===== src/rtl/lpc_pkg.sv =====
package lpc_pkg;
  localparam int unsigned LANES  = 4;
  localparam int unsigned LANE_W = 8;
  localparam int unsigned DATA_W = LANES * LANE_W;
  localparam int unsigned HALF   = LANES / 2;

  typedef logic [LANES-1:0]  lane_vec_t;
  typedef logic [DATA_W-1:0] word_t;
endpackage


===== src/rtl/lpc_parity_gen.sv =====
module lpc_parity_gen #(
  parameter int unsigned LANES  = 4,
  parameter int unsigned LANE_W = 8,
  localparam int unsigned DATA_W = LANES * LANE_W
) (
  input  logic [DATA_W-1:0] data,
  output logic [LANES-1:0]  par
);
  // one XOR tree per lane: result makes byte+bit even
  for (genvar g = 0; g < LANES; g++) begin : g_lane
    assign par[g] = ^data[g*LANE_W +: LANE_W];
  end
endmodule


===== src/rtl/lpc_lane_select.sv =====
module lpc_lane_select #(
  parameter int unsigned LANES = 4,
  localparam int unsigned HALF = LANES / 2
) (
  input  logic [LANES-1:0] be_n,
  input  logic             bus16_n,
  input  logic             bus8_n,
  output logic [LANES-1:0] mask
);
  localparam logic [LANES-1:0] LO_MASK = LANES'((1 << HALF) - 1);

  logic [LANES-1:0] en;
  logic             found;

  assign en = ~be_n;

  always_comb begin
    mask  = en;
    found = 1'b0;
    if (!bus8_n) begin
      // byte-wide port: only the first enabled lane carries data
      mask = '0;
      for (int i = 0; i < LANES; i++) begin
        if (en[i] && !found) begin
          mask[i] = 1'b1;
          found   = 1'b1;
        end
      end
    end else if (!bus16_n) begin
      // half-wide port: lower half first, else upper half
      if (|(en & LO_MASK)) mask = en & LO_MASK;
      else                 mask = en & ~LO_MASK;
    end
  end
endmodule


===== src/rtl/lpc_read_sample.sv =====
module lpc_read_sample #(
  parameter int unsigned LANES  = 4,
  parameter int unsigned LANE_W = 8,
  localparam int unsigned DATA_W = LANES * LANE_W
) (
  input  logic              clk,
  input  logic              rst,
  input  logic              accept,
  input  logic [DATA_W-1:0] data_in,
  input  logic [LANES-1:0]  lane_err,
  input  logic [LANES-1:0]  lane_mask,
  output logic [DATA_W-1:0] data_q,
  output logic              vld_q,
  output logic              bad_q
);
  always_ff @(posedge clk) begin
    if (rst) begin
      data_q <= '0;
      vld_q  <= 1'b0;
      bad_q  <= 1'b0;
    end else begin
      vld_q <= accept;
      bad_q <= accept & (|(lane_err & lane_mask));
      if (accept) data_q <= data_in;
    end
  end
endmodule


===== src/rtl/lane_parity_unit.sv =====
module lane_parity_unit
  import lpc_pkg::*;
(
  input  logic              clk,
  input  logic              rst,
  input  logic              is_write,
  input  logic [LANES-1:0]  be_n,
  input  logic              bus16_n,
  input  logic              bus8_n,
  input  logic              rdy_n,
  input  logic              brdy_n,
  input  logic [DATA_W-1:0] wr_data,
  output logic [LANES-1:0]  wr_par,
  input  logic [DATA_W-1:0] rd_data,
  input  logic [LANES-1:0]  rd_par,
  output logic [DATA_W-1:0] rd_word,
  output logic              rd_vld,
  output logic              chk_n
);
  lane_vec_t rd_calc, lane_err, lane_mask;
  logic      accept, bad_q;

  // write-side parity, aligned with wr_data
  lpc_parity_gen #(.LANES(LANES), .LANE_W(LANE_W)) u_wr_gen (
    .data(wr_data), .par(wr_par)
  );

  // recomputed read parity; mismatch with returned bit = odd lane
  lpc_parity_gen #(.LANES(LANES), .LANE_W(LANE_W)) u_rd_gen (
    .data(rd_data), .par(rd_calc)
  );
  assign lane_err = rd_calc ^ rd_par;

  // lanes taking part in the check
  lpc_lane_select #(.LANES(LANES)) u_sel (
    .be_n(be_n), .bus16_n(bus16_n), .bus8_n(bus8_n), .mask(lane_mask)
  );

  // read completion by either ready strobe
  assign accept = !is_write && (!rdy_n || !brdy_n);

  lpc_read_sample #(.LANES(LANES), .LANE_W(LANE_W)) u_smp (
    .clk(clk), .rst(rst), .accept(accept), .data_in(rd_data),
    .lane_err(lane_err), .lane_mask(lane_mask),
    .data_q(rd_word), .vld_q(rd_vld), .bad_q(bad_q)
  );

  // status low only in the clock after a flagged read
  assign chk_n = ~(rd_vld & bad_q);
endmodule


===== config.mk =====
export PLATFORM = sky130hd
export DESIGN_NAME = lane_parity_unit
export DESIGN_NICKNAME = d
export VERILOG_FILES = /design/src/rtl/lpc_pkg.sv /design/src/rtl/lpc_parity_gen.sv /design/src/rtl/lpc_lane_select.sv /design/src/rtl/lpc_read_sample.sv /design/src/rtl/lane_parity_unit.sv
export SDC_FILE = /design/constraint.sdc
export NUM_CORES = 1
export LEC_CHECK = 0
export ABC_AREA = 1
export BUFFER_PORTS_ARGS = -buffer_cell sky130_fd_sc_hd__buf_2
export CELL_PAD_IN_SITES_DETAIL_PLACEMENT = 2
export CELL_PAD_IN_SITES_GLOBAL_PLACEMENT = 2
export CORE_MARGIN = 4
export CORE_UTILIZATION = 23
export CTS_CLUSTER_SIZE = 24
export DETAILED_ROUTE_END_ITERATION = 6
export PLACE_DENSITY_LB_ADDON = 0.1
export SLEW_MARGIN = 20
export SYNTH_ARGS = -nofsm -noshare
export SYNTH_HDL_FRONTEND = slang
export SYNTH_HIERARCHICAL = 1
export SYNTH_SLANG_ARGS = --single-unit

===== constraint.sdc =====
create_clock -name clk -period 1.86 [get_ports clk]
set_clock_uncertainty 0.2 [all_clocks]
set_input_delay 0.279 -clock clk [delete_from_list [all_inputs] [get_ports clk]]
set_output_delay 0.279 -clock clk [all_outputs]
set_load 0.01 [all_outputs]

==> metrics, run 1 <==
final hold vios 0; io pins 117; clock-pin slew on the worst setup and hold paths 50 ps; largest family of logic cells by synthesized area simple AND/OR/NAND/NOR gates; Avg WL per Cell 12.9 µm; Final nets 759; Worst Path Required 1380 ps; status complete, no violations; share of layout cells above drive strength 1 0.194; RSZ-0062 raised after global routing false; post-synthesis sequential element count 34; Syn. warnings 6; largest net degree at the start of global routing 34; crit-path cells buf_2 -> inv_1 -> nand2_1 -> nand2_1 -> nand2_1 -> nand2_1 -> nand2_1 -> nand2_1 -> buf_2; Setup WS pre-CTS 170 ps; Post-CTS Setup Inserts 0; synthesized cell area 0.00276 mm²; Die ar. 0.0138 mm²; CP arrival 990 ps; CTS tree built; cts hold-fix bufs 0; Lkg Pwr 2.43 nW; worst slew pin tran 664 ps; DR iter-0 viols 68; Slew Viols, Final 0; CP max stage delay 120 ps; # DRC 0; total track usage 0.152; via density per instance 4.45; sw frac 0.330; row count 39; clock share of power 0.339; XOR/XNOR Fraction of Synth Area 0; Tmin final 1470 ps; Num CTS Buffers 5; Unique masters post-synth 13; # Max-Cap Violations 0; vias 3,660; area grow syn2layout 30.7%; post-route ant nets 0; Finished Layout Cells 823; CP endpoint kind output pin; clk sinks 34; initial antenna violation count 0; final period utilization 0.790; first-pass GRT wire length 17.8 mm; syn_area_per_cell 4.90 µm²; Syn Nets 642; Worst setup SP type primary input; drt first pass iters 4; sequential area share after synthesis 0.246; Port Buffers 116; Top cell by count, worst path nand2_1; Post-DP HPWL 9.04 mm; Logic pwr share 0.305; Synth Area in Simple Gates 0.556; Die H 118 µm; filler cell count 1,552; Sw Pwr 0.000755 W; relative slew slack 0.556; Core ar. 0.0116 mm²; clk_lat worst skew 270 ps; RePlAce Congestion 0.720; H-Tree Level Count 2; WL final 10.6 mm; post-cts sizing count 0; crit path kind in2out; crit path max fanout 3; dpl cells 816; # diodes 0; Clock Path Buffers 2; final worst slack 391 ps; pwr/cell area 633 mW/mm²; setup violators final 0; number of global-route vias before repair 4,102; Die W 118 µm; cells after synthesis 563; CP max-delay cell buf_2; Initial Utilization 0.239; mux cell area share after synthesis 0; root buffer cell clkbuf_16; Int Power 0.00153 W; Synth Area in Compound Gates 0.0634; peak supply drop 282 µV; Total Neg Setup Slack 0 ps; Hold WC Path Type in2reg; FMAX 681 MHz; Seq pwr share 0.356; GRT Residual Overflow 0; Synth Area in Adders 0
## power by group through the flow
stage	clock, W	combinational, W	sequential, W
final	0.000774	0.000697	0.000812
after global placement	0	0.000656	0.000826
after global routing	0.000841	0.000807	0.000819
after floorplan	0	0.000377	0.000850
after CTS	0.000807	0.000714	0.000813
after detailed placement	0	0.000710	0.000828
## synthesized netlist by cell type (all sizes together)
cell type	instances	area, µm²
nand2	337	1260
nor2	67	264
dfxtp	34	681
buf	9	71.3
nand3	1	5.00
a21oi	3	15.0
o21ai	32	160
inv	80	300
## metrics by stage
step                utilization  power [W]  cell area (µm²)  hold slack [ps]
CTS                       0.312    0.00233             3610             80.7
global placement          0.301    0.00148             3480              262
floorplan                     -    0.00123             2760              207
global route              0.312    0.00247             3610              105
detailed placement        0.301    0.00154             3480              286
finish                    0.312    0.00228             3610             85.0
## cells by family after synthesis
group                  after synthesis
and+or+nand+nor                    405
buffers and inverters               89
AOI/OAI and AO/OA                   35
DFF                                 34
## final timing paths
path	endpoint	cells after the start	slack (ps)	start
worst min register to register	u_smp/data_q[23]$_SDFFE_PP0P_	2	290	u_smp/data_q[23]$_SDFFE_PP0P_
worst min-delay path	u_smp/data_q[23]$_SDFFE_PP0P_	3	80	rd_data[23]
worst max-delay path	wr_par[0]	9	390	wr_data[5]
worst max register to register	u_smp/data_q[8]$_SDFFE_PP0P_	2	1000	u_smp/data_q[8]$_SDFFE_PP0P_
## layout by cell type, fill, tap and decap left out, drive strengths merged
cell,n
clkbuf,7
nand2,337
inv,80
buf,119
nor2,67
o21ai,32
nand3,1
a21oi,3
dfxtp,34
## layout make-up
| cell class | count | area [µm²] | area share |
|---|---|---|---|
| multi-input combinational | 440 | 1710 | 0.475 |
| tap | 143 | 179 | 0.0496 |
| sequential | 34 | 681 | 0.189 |
| inverter | 80 | 300 | 0.0832 |
| timing repair buffer | 119 | 603 | 0.167 |
| clock buffer | 7 | 133 | 0.0368 |
## layer usage
metal | part of all wire | vias up | GRT usage
met1 | 0.42 | 1709 | 0.162
met5 | 0 | - | 0
met4 | 0.012 | 0 | 0.0337
li1 | - | 1875 | -
met2 | 0.54 | 66 | 0.311
met3 | 0.032 | 10 | 0.0231
## state kept, by name (all words and copies together) (netlist names)
signal	count
u_smp/bad_q	1
u_smp/data_q	32
u_smp/vld_q	1
## worst max-delay path: cells and delay by family
family,cells,cell delay (ps)
and+or+nand+nor,6,400
buffers and inverters,3,300
Power figures use the tool's default switching activity.
==> inputs of run 2 (changes only) <==
- CORE_UTILIZATION: 23 -> 19
- clock period: 1.86 -> 1.3 ns (I/O delays scaled with it)
==> metrics, run 2 (synthesis gave the netlist of run 1 again) <==
largest register by flop count u_smp/data_q; Int Power 0.00268 W (+75%); Hold Path Stages 3 (unchanged); root buffer cell clkbuf_16; via density per instance 4.29 (-3.4%); commonest non-fill, non-tap cell in the layout nand2_1; largest net degree at the start of global routing 18 (-47%); Layout Utilization 0.339 (+0.0272); area grow syn2layout 72.5%; # DRC 0 (unchanged); Logic pwr share 0.351 (+0.046); final hold vios 4 (+4); dpl cells 871 (+6.7%); Lkg Pwr 2.66 nW (+9.4%); CP endpoint kind output pin; Post-CTS Setup Inserts 0 (unchanged); number of global-route vias before repair 4,115 (+0.32%); clk_lat worst skew 280 ps (about the same); FMAX 804 MHz; Slew Viols, Final 0 (unchanged); CTS tree built; worst slew pin tran 280 ps (-384 ps); RePlAce Congestion 0.710 (-1.4%); hold slack -24.1 ps (-109 ps); filler cell count 1,746 (+13%); Finished Layout Cells 890 (+8.1%); Worst Path Required 900 ps (-480 ps); Clock Path Buffers 2 (unchanged); Die W 129 µm (+9.3%); CP arrival 850 ps (-140 ps); vias 3,822 (+4.4%); Port Buffers 116 (unchanged); largest registers u_smp/data_q: 32 flops, u_smp/bad_q: 1 flops, u_smp/vld_q: 1 flops; failing checks hold timing; Sequential Area 681 µm² (unchanged); clock-pin slew on the worst setup and hold paths 60 ps (about the same); sw frac 0.324 (-0.00680); Die H 129 µm (+9.3%); drt first pass iters 4 (unchanged); hold endpoint u_smp/data_q[20]$_SDFFE_PP0P_; Avg WL per Cell 12.8 µm (-0.89%); WL final 11.4 mm (+7.2%); share of layout cells above drive strength 1 0.530 (+0.335); setup violators final 0 (unchanged); Seq pwr share 0.293 (-0.063); RSZ-0062 raised after global routing true; GRT Residual Overflow 0 (unchanged); reg-to-reg critical path startpoint u_smp/data_q[31]$_SDFFE_PP0P_; Worst setup SP type primary input; DR iter-0 viols 51 (-25%); total track usage 0.134 (-0.0182); peak supply drop 439 µV (+56%); Initial Utilization 0.197 (-0.0421); crit path max fanout 3 (unchanged); Die ar. 0.0165 mm² (+20%); commonest cells after routing, fill and taps aside 180 x nand2_1, 157 x nand2_2, 62 x nor2_1; # diodes 0 (unchanged); footprint of the multi-input gates 0.00211 mm² (+23%); R2R Setup Slk 460 ps (-540 ps); Sw Pwr 0.00128 W (+70%); Worst Min Path Start rd_data[20]; Worst R2R Path Depth 2 (unchanged); Tmin final 1240 ps; status complete, but fails checks; H-Tree Level Count 2 (unchanged); Num CTS Buffers 5 (unchanged); clock share of power 0.356 (+0.017); Final nets 789 (+4.0%); pwr/cell area 831 mW/mm² (+31%); R2R Path End u_smp/data_q[31]$_SDFFE_PP0P_; post-route ant nets 0 (unchanged); Core ar. 0.0140 mm² (+21%); # Max-Cap Violations 0 (unchanged); initial antenna violation count 0 (unchanged); first-pass GRT wire length 18.4 mm (+2.9%); relative slew slack 0.813 (+0.257); Hold WC Path Type in2reg; max reg flops 32 (unchanged); Critical path origin wr_data[26]; io pins 117 (unchanged); crit path kind in2out; Post-DP HPWL 9.13 mm (+0.98%); row count 43 (+10%); final period utilization 0.956; clk sinks 34 (unchanged)
==> run 2: power by group through the flow <==
stage	Combinational [W]	Clock [W]	Sequential, W
after floorplan	0.000539	0	0.00122
after global placement	0.000987	0	0.00118
after detailed placement	0.00105	0	0.00118
after CTS	0.00107	0.00146	0.00116
after global routing	0.00157	0.00151	0.00117
final	0.00139	0.00141	0.00116
==> run 2: area by class of cell <==
| class | count | area share |
|---|---|---|
| multi-input cells | 440 | 0.442 |
| clock inverters | 1 | 0.00630 |
| inverters | 80 | 0.0851 |
| flip-flops and latches | 34 | 0.143 |
| repair buffers | 149 | 0.247 |
| well taps | 180 | 0.0473 |
| clock buffers | 6 | 0.0292 |
==> run 2: repair_timing <==
item,CTS,global route
hold buffers,7,5
pin swaps,1,149
setup endpoints to repair,1,5
endpoints found under the hold margin,7,5
resized for setup,1,368
==> run 2: critical path, stage by stage <==
cell,delay (ps)
buf_4,130
inv_4,50
nand2_2,50
nand2_2,60
nand2_1,50
nand2_1,70
nand2_1,50
nand2_1,60
buf_2,120
==> run 2: layer usage <==
metal  GRT usage  routed length, µm  vias up
met4      0.0334                108        0
li1            -                  -     1945
met3      0.0253                551        6
met2       0.256               6020       70
met1       0.152               4700     1801
met5           0                  0        -
==> run 2: per-stage QoR <==
| step | TNS [ps] | power (W) | instance area, µm² | setup slack, ps |
|---|---|---|---|---|
| 2_1_floorplan | 0 | 0.00175 | 2760 | 59.9 |
| 3_3_place_gp | -1690 | 0.00217 | 3660 | -200 |
| 3_5_place_dp | -2030 | 0.00224 | 3660 | -263 |
| 4_1_cts | 0 | 0.00370 | 3900 | 3.24 |
| 5_1_grt | -72.6 | 0.00425 | 4760 | -47.6 |
| 6_report | 0 | 0.00396 | 4760 | 56.6 |
==> run 2: how the worst max path moves through the flow <==
| stage | end | slack (ps) | cells after the start |
|---|---|---|---|
| CTS | wr_par[3] | 3 | 9 |
| detailed placement | u_smp/bad_q$_SDFF_PP0_ | -260 | 15 |
| floorplan | u_smp/data_q[29]$_SDFFE_PP0P_ | 60 | 5 |
| finish | wr_par[3] | 60 | 9 |
| global placement | u_smp/bad_q$_SDFF_PP0_ | -200 | 15 |
| global route | u_smp/bad_q$_SDFF_PP0_ | -50 | 15 |
